===== src/rtl/hbd_pkg.sv =====
package hbd_pkg;

    localparam int DIAG_W = 16;

    localparam int BIT_OL_OFF  = 0;
    localparam int BIT_OL_ON   = 1;
    localparam int BIT_VS_UV   = 2;
    localparam int BIT_VDD_OV  = 3;
    localparam int BIT_ILIM    = 4;
    localparam int BIT_TWARN   = 5;
    localparam int BIT_TSD     = 6;
    localparam int BIT_ACT     = 7;
    localparam int BIT_OC_LO   = 8;
    localparam int BIT_SGND    = 14;
    localparam int BIT_SBAT    = 15;

    // bits held until a release
    localparam logic [DIAG_W-1:0] LATCH_MASK = 16'hCF7B;
    // bits that a read does not release in keep mode
    localparam logic [DIAG_W-1:0] KEEP_MASK  = 16'h0F48;
    // live or latched bits that float the bridge when 1
    localparam logic [DIAG_W-1:0] TRI_MASK   = 16'h0F4C;

    typedef struct packed {
        logic       ol_off;
        logic       ol_on;
        logic       vs_uv;
        logic       vdd_ov;
        logic       ilim;
        logic       temp_hi;
        logic       tsd;
        logic [3:0] oc;
        logic       sgnd_off;
        logic       sbat_off;
    } hbd_evt_t;

    function automatic logic [DIAG_W-1:0] build_set(hbd_evt_t e, logic olon_en, logic act);
        logic [DIAG_W-1:0] v;
        v = '0;
        v[BIT_OL_OFF]            = e.ol_off;
        v[BIT_OL_ON]             = e.ol_on & olon_en;
        v[BIT_VS_UV]             = e.vs_uv;
        v[BIT_VDD_OV]            = e.vdd_ov;
        v[BIT_ILIM]              = e.ilim;
        v[BIT_TWARN]             = e.temp_hi & e.ilim;
        v[BIT_TSD]               = e.tsd;
        v[BIT_ACT]               = act;
        v[BIT_OC_LO +: 4]        = e.oc;
        v[BIT_SGND]              = e.sgnd_off;
        v[BIT_SBAT]              = e.sbat_off;
        return v;
    endfunction

endpackage


===== src/rtl/hbd_act_sync.sv =====
module hbd_act_sync #(
    parameter int STAGES = 2
) (
    input  logic clk,
    input  logic rst,
    input  logic act_raw,
    output logic act_sync,
    output logic act_rise
);
    logic [STAGES-1:0] chain;
    logic              act_prev;

    generate
        if (STAGES == 1) begin : g_one
            always_ff @(posedge clk) begin
                if (rst) chain <= '1;
                else     chain <= act_raw;
            end
        end else begin : g_many
            always_ff @(posedge clk) begin
                if (rst) chain <= '1;
                else     chain <= {chain[STAGES-2:0], act_raw};
            end
        end
    endgenerate

    always_ff @(posedge clk) begin
        if (rst) act_prev <= 1'b1;
        else     act_prev <= chain[STAGES-1];
    end

    assign act_sync = chain[STAGES-1];
    assign act_rise = chain[STAGES-1] & ~act_prev;
endmodule


===== src/rtl/hbd_latch_bank.sv =====
module hbd_latch_bank #(
    parameter int              W     = 16,
    parameter logic [W-1:0]    LMASK = '1,
    parameter logic [W-1:0]    KMASK = '0
) (
    input  logic         clk,
    input  logic         rst,
    input  logic [W-1:0] set_vec,
    input  logic         rd_clr,
    input  logic         en_clr,
    input  logic         keep_mode,
    output logic [W-1:0] q
);
    genvar i;
    generate
        for (i = 0; i < W; i++) begin : g_bit
            if (LMASK[i]) begin : g_sticky
                logic held;
                logic clr;
                assign clr = en_clr | (rd_clr & ~(keep_mode & KMASK[i]));
                always_ff @(posedge clk) begin
                    if (rst) held <= 1'b0;
                    else     held <= set_vec[i] | (held & ~clr);
                end
                assign q[i] = held;
            end else begin : g_live
                assign q[i] = set_vec[i];
            end
        end
    endgenerate
endmodule


===== src/rtl/hb_fault_diag.sv =====
module hb_fault_diag
    import hbd_pkg::*;
#(
    parameter int SYNC_STAGES = 2
) (
    input  logic        clk,
    input  logic        rst,
    input  logic        act_in,
    input  logic        cfg_keep_crit,
    input  logic        cfg_olon_en,
    input  logic        rd_strobe,
    input  logic        ev_ol_off,
    input  logic        ev_ol_on,
    input  logic        ev_vs_uv,
    input  logic        ev_vdd_ov,
    input  logic        ev_ilim,
    input  logic        ev_temp_hi,
    input  logic        ev_tsd,
    input  logic [3:0]  ev_oc,
    input  logic        ev_sgnd_off,
    input  logic        ev_sbat_off,
    output logic [15:0] diag_word,
    output logic        tristate_req
);
    hbd_evt_t          evt;
    logic              act_sync;
    logic              act_rise;
    logic [DIAG_W-1:0] set_vec;

    always_comb begin
        evt.ol_off   = ev_ol_off;
        evt.ol_on    = ev_ol_on;
        evt.vs_uv    = ev_vs_uv;
        evt.vdd_ov   = ev_vdd_ov;
        evt.ilim     = ev_ilim;
        evt.temp_hi  = ev_temp_hi;
        evt.tsd      = ev_tsd;
        evt.oc       = ev_oc;
        evt.sgnd_off = ev_sgnd_off;
        evt.sbat_off = ev_sbat_off;
    end

    hbd_act_sync #(.STAGES(SYNC_STAGES)) act_sync_i (
        .clk      (clk),
        .rst      (rst),
        .act_raw  (act_in),
        .act_sync (act_sync),
        .act_rise (act_rise)
    );

    assign set_vec = build_set(evt, cfg_olon_en, act_sync);

    hbd_latch_bank #(
        .W     (DIAG_W),
        .LMASK (LATCH_MASK),
        .KMASK (KEEP_MASK)
    ) bank_i (
        .clk       (clk),
        .rst       (rst),
        .set_vec   (set_vec),
        .rd_clr    (rd_strobe),
        .en_clr    (act_rise),
        .keep_mode (cfg_keep_crit),
        .q         (diag_word)
    );

    assign tristate_req = (|(diag_word & TRI_MASK)) | ~diag_word[BIT_ACT];
endmodule


===== config.mk =====
export PLATFORM = sky130hd
export DESIGN_NAME = hb_fault_diag
export DESIGN_NICKNAME = d
export VERILOG_FILES = /design/src/rtl/hbd_pkg.sv /design/src/rtl/hbd_act_sync.sv /design/src/rtl/hbd_latch_bank.sv /design/src/rtl/hb_fault_diag.sv
export SDC_FILE = /design/constraint.sdc
export NUM_CORES = 1
export LEC_CHECK = 0
export BUFFER_PORTS_ARGS = -buffer_cell sky130_fd_sc_hd__buf_2
export CAP_MARGIN = 20
export CORE_UTILIZATION = 39
export DETAILED_ROUTE_END_ITERATION = 16
export GPL_TIMING_DRIVEN = 0
export HOLD_SLACK_MARGIN = 0.06
export PLACE_DENSITY = 0.8
export SETUP_SLACK_MARGIN = 0.1
export SKIP_LAST_GASP = 1
export SLEW_MARGIN = 20
export SYNTH_ARGS = -nofsm -noshare
export SYNTH_HDL_FRONTEND = slang
export SYNTH_HIERARCHICAL = 1
export SYNTH_SLANG_ARGS = --single-unit

===== constraint.sdc =====
create_clock -name clk -period 1.09 [get_ports clk]
set_input_delay 0.0545 -clock clk [delete_from_list [all_inputs] [get_ports clk]]
set_output_delay 0.0545 -clock clk [all_outputs]
set_load 0.005 [all_outputs]

* After elaboration in Yosys (flattened, before gate mapping)
Index checks and enable logic that the tools add are counted.
** Word-level totals
- Bits of input ports :: 19
- Memory bits (read-only) :: 0
- Bits in latches :: 0
- Memories :: 0
- RAM bits :: 0
- Bits in registers :: 15
- Logic and storage cells :: 51
** Operators by class
- Multipliers :: 0
- Shifts and indexed selects :: 0
- Divide/modulo/power cells :: 0
- $add $sub $neg :: 0
- Bitwise operators :: 36
- Reduce and logical (&&, ||, !) cells :: 1
- $lt $le $gt $ge :: 0
- Multiplexer cells :: 0
- Equal/unequal tests :: 0
** Operators by type and width (count)
- 1-bit AND :: 16
- 1-bit bitwise OR :: 15
- 7-bit OR reduction :: 1
- 1-bit inverter :: 5

* Longest topological paths before layout
- Word-level depth :: 6
- Gate-level depth with buffers :: 4
- Mapped depth without buffers :: 3

* Cells and area by module
Netlist, hierarchy kept.
** By module, submodules not included
- hbd_latch_bank :: area each 604.3 µm², cells each 68, sequential area each 240.2 µm², instances 1
- hbd_act_sync :: area each 85.1 µm², cells each 7, sequential area each 60.1 µm², instances 1
- hb_fault_diag :: area each 47.5 µm², cells each 6, sequential area each 0.0 µm², instances 1

* Least setup slack after synthesis
Ideal clock, no wire load.
- Path kind :: reg2reg
- Start :: reg act_sync_i.chain[1]
- End :: reg bank_i.g_bit[0].g_sticky.held
- Cell stages (with the launch flop) :: 5
- Setup time :: 0.071 ns
- Clock period less this slack :: 1.087 ns
- Path slack :: 0.003 ns
- Path buffers :: 1
- Arrival :: 1.016 ns
- Path through :: dfxtp_1 > nor2b_1 > buf_6 > or3b_1 > a21oi_1
** On the way
- Cells in the longest elaborated chain, start to end :: 5
** RTL lines
- start: declaration :: line hbd_act_sync.sv:10 : logic [STAGES-1:0] chain;
- start signal: assignment :: line hbd_act_sync.sv:22 : else chain <= {chain[STAGES-2:0], act_raw};
- 1-bit AND :: line hbd_act_sync.sv:33 : assign act_rise = chain[STAGES-1] & ~act_prev;
- named net act_rise :: line hb_fault_diag.sv:27 : logic act_rise;
- 1-bit bitwise OR :: line hbd_latch_bank.sv:20 : assign clr = en_clr | (rd_clr & ~(keep_mode & KMASK[i]));
- 1-bit inverter :: line hbd_latch_bank.sv:23 : else held <= set_vec[i] | (held & ~clr);
- 1-bit AND :: line hbd_latch_bank.sv:23
- 1-bit bitwise OR :: line hbd_latch_bank.sv:23
- end signal: assignment :: line hbd_latch_bank.sv:23
- end: declaration :: line hbd_latch_bank.sv:18 : logic held;
The timed path passes the listed nets, and every way through them passes these cells.
A chain may end at the register's enable or synchronous reset.

* Worst setup path in the final report
- Start :: reg bank_i.g_bit[6].g_sticky.held
- End :: out tristate_req
** On the way
- Cells in the longest elaborated chain, start to end :: 2
** RTL lines
- start: declaration :: line hbd_latch_bank.sv:18
- start signal: assignment :: line hbd_latch_bank.sv:23
- 7-bit OR reduction :: line hb_fault_diag.sv:67 : assign tristate_req = (|(diag_word & TRI_MASK)) | ~diag_word[BIT_ACT];
- 1-bit bitwise OR :: line hb_fault_diag.sv:67
- end: declaration :: line hb_fault_diag.sv:23 : output logic tristate_req
No other way between the ends.

==> flow_results.org <==
** Hold path
- Sink of the worst hold path :: bank_i/g_bit[1].g_sticky.held
- Along the worst hold path, the cell count comes to 3.
- In this run the worst hold path is classified as primary input to flip-flop.
- Launch point of the worst hold path :: rd_strobe

** Place
- Detailed placement finished with a half-perimeter wire length of 1.09 mm.
- # placed instances :: around 140
- Count of buffers inserted at the top-level ports :: 32
- Final estimated routing congestion in global placement :: between 0.7 and 0.8

** Setup path
- The worst register-to-register path has a setup slack of -60 ps.
- The worst register-to-register path ends at bank_i/g_bit[14].g_sticky.held.
- Of all nets on the critical path, the largest fanout is 3.
- Worst Setup Path Type :: flip-flop to output pin
- STA classifies the critical path endpoint as an output pin.
- STA puts the critical path data arrival time at around 1100 ps.
- R2r worst-path depth :: 4
- The worst setup path is launched from a flip-flop.
- STA puts the critical path data required time at about 1000 ps.
- Reg-to-reg startpoint :: act_sync_i/chain[1]

** STA
- The final critical path takes up 110% of the cycle.
- Total Negative Setup Slacks :: -335 ps
- Final setup violation count :: 5
- Setup repair after global routing missed its margin :: true
- Final worst clock skew :: 1.37 ps
- Worst path setup slack after routing :: -104 ps
- After layout, the minimum clock period comes to 1190 ps.
- For the pin with the worst max-slew slack, the measured transition is 631 ps.
- The number of pins exceeding their max-slew limit in the final report was 0.
- Slew Limit Headroom :: 57.8%
- Hold violation total from the final report :: 0
- Derived from the worst setup path, the maximum achievable clock frequency is 838 MHz.

** Synth
- dfxtp_1 takes more of the synthesized area than any other cell.
- Average size of a mapped cell :: 9.10 um2
- Proportion of synthesized flip-flops having asynchronous set or reset :: 0%
- Ranked by total cell area, the synthesized netlist is headed by dfxtp_1 (41%), buf_4 (16%), o32ai_1 (7.1%).
- Count leader, synth :: buf_4
- Synthesis handed over a netlist of 81 instances.
- Most numerous cell types in the synthesized netlist :: buf_4 (16), dfxtp_1 (15), inv_1 (12)
- Count of flip-flops with a built-in enable after synthesis :: 0
- Mapped cell area :: 737 um2
- Yosys warning total :: 6
- After synthesis, flip-flops and latches occupy 40.7% of the total area.
- Number of storage elements in the synthesis netlist :: 15
- Yosys mapped the design onto 17 distinct sky130hd cell types.
- Among all flip-flop cells after synthesis, the most frequent one is dfxtp_1.
- Fraction of synthesized cell area taken by the top area cell type :: 40.7%

** Clock network
- Clk sinks :: 15
- Deepest level of the CTS H-tree :: 1
- Number of buffers created by CTS :: 3
- Clock root buffer :: clkbuf_4
- Clock-pin transition on the worst setup and hold timing paths :: 90 ps
- Once the clock tree was built, the setup fixing pass inserted 0 buffers.
- The clock passes through at most 2 buffers.
- Clock tree from TritonCTS :: done
- Clock latency on the worst-skew pair :: 290 ps

** GRT
- GRT met3 Usage :: 3.57%
- Met1 track utilization from global routing :: 17.2%
- Busiest grt layer :: met2
- Global-route wire length before repair :: 2.57 mm
- Entering global routing, the biggest net connects 11 pins.
- Total track usage :: 17.5%
- Global-route met2 utilization :: 33.7%
- Global routing finished with a remaining overflow of 0.
- The number of antenna violations at the first check in global routing came to 0.
- The via count of the first global-routing pass is 657.

** Status
- The flow ran to the end, but the final reports show violations.
- The final reports fail on negative setup slack.

** Detailed routing
- Once detail routing completed, the nets flagged for antenna violations numbered 0.
- The routed design has ~1.7 mm of wire.
- TritonRoute pass-1 iters :: 2
- After detailed routing, the number of vias per cell comes to around 4.5.
- In the final routed layout, each cell accounts on average for around 11 um.
- Vias after detailed routing :: 670
- Count of routing violations after the opening detailed-route iteration :: 5
- DRC Markers :: 0

** Floorplanning
- Initial Utilization :: 42.2%
- Horizontal extent of the die :: 45.5 um
- The total area inside the core boundary comes to 1750 um2.
- Die outline height :: roughly 45 um
- Core Rows :: 15
- Die Area :: 2070 um2
- Pin placement for this block handled 36 I/O pins.

** Finish
- After the last flow step, the layout net total stands at 145.
- Fillcell total :: about 150
- Storage cell area :: between 300 and 400 um2
- The finished layout holds 150 standard cells, fillers aside.
- The area growth from synthesis to layout is 52.5%.
- Finished Core Util :: 64.4%
- The multi-input combinational cells in the finished layout cover a total of 325 um2.
- Number of antenna repair diodes :: 0
- The post-route netlist has between 50% and 60% of its cells at a drive strength greater than 1.

** Job
- Across the run, the number of max-cap violations was 0.

** Power and ir drop
- Across the VDD grid, the largest voltage drop is 0.000689 V.
- Power density of the placed cells :: 1070 nW/um2
- In this run the static leakage power is roughly 0.55 nW.
- Overall power of the completed layout :: about 0.0012 W
[kinds of logic after synthesis]
logic type      after synthesis  share of synthesized area (%)
compound gates               12                           11.2
flops                        15                           40.7
other cells                   1                          0.509
buf+inv                      31                           25.1
simple gates                 22                           22.4
[what timing repair did]
action | in CTS | in global routing
pin swaps | 5 | 0
endpoints found under the setup margin | 7 | 12
hold endpoints to repair | 13 | 0
resized for setup | 10 | 7
hold buffers | 12 | 0
[metrics by stage]
stage / hold WS, ps / setup WS (ps) / cell area, um2
final: 114 / -104 / 1120
after global routing: 123 / -138 / 1120
after CTS: 117 / -101 / 1080
after detailed placement: 239 / -27.6 / 940
after global placement: 233 / -13.0 / 940
after floorplan: 152 / 44.0 / 748
[power breakdown]
part           switching, W  total [W]  internal [W]
Sequential        0.0000315   0.000622      0.000590
Combinational     0.0000963   0.000258      0.000161
Clock              0.000179   0.000321      0.000142
[state kept, by name, indices dropped and copies added, names as in the netlist]
register / count
act_sync_i/chain: 2
act_sync_i/act_prev: 1
bank_i/g_bit.g_sticky.held: 12
[final cells by class]
cell class	instances	area share, %
Multi-Input combinational cell	36	29.0
Inverter	12	4.01
Tap cell	25	2.78
Buffer	14	9.47
Clock buffer	4	2.34
Timing Repair Buffer	44	24.9
Sequential cell	15	27.5
[layer usage]
metal	wire, um	share of wire, %
met5	0	0
met1	660	39
met4	26	1.5
met2	932	55
met3	67	4.0
[worst max-delay path: stages (launching register included)]
cell and delay [ps]:
dfxtp_2 350, nor4_4 290, nand2_1 80, buf_2 130
[worst max path at each step]
stage / cells past startpoint / end / slack [ps] / from
CTS: 4 / tristate_req / -100 / act_sync_i/chain[1]
global route: 3 / tristate_req / -140 / bank_i/g_bit[6].g_sticky.held
detailed placement: 4 / bank_i/g_bit[0].g_sticky.held / -30 / act_sync_i/chain[1]
floorplan: 4 / bank_i/g_bit[0].g_sticky.held / 40 / act_sync_i/chain[1]
global placement: 4 / bank_i/g_bit[1].g_sticky.held / -10 / act_sync_i/chain[1]
finish: 3 / tristate_req / -100 / bank_i/g_bit[6].g_sticky.held
[cell usage in the layout, fill, tap and decap left out]
master	instances
buf_4	10
nor4b_4	1
conb_1	2
nor2b_1	1
o32ai_1	1
and2_1	2
nand2b_1	6
dfxtp_1	8
nand2_1	1
dlygate4sd3_1	12
o32ai_2	5
dfxtp_2	7
clkbuf_1	2
buf_6	2
inv_1	12
clkbuf_4	3
or3b_1	6
or2_1	3
nor2b_4	1
buf_2	33
a21oi_2	2
a21oi_1	4
nor4_4	1
Note: power is estimated with default switching activity, not from simulation.
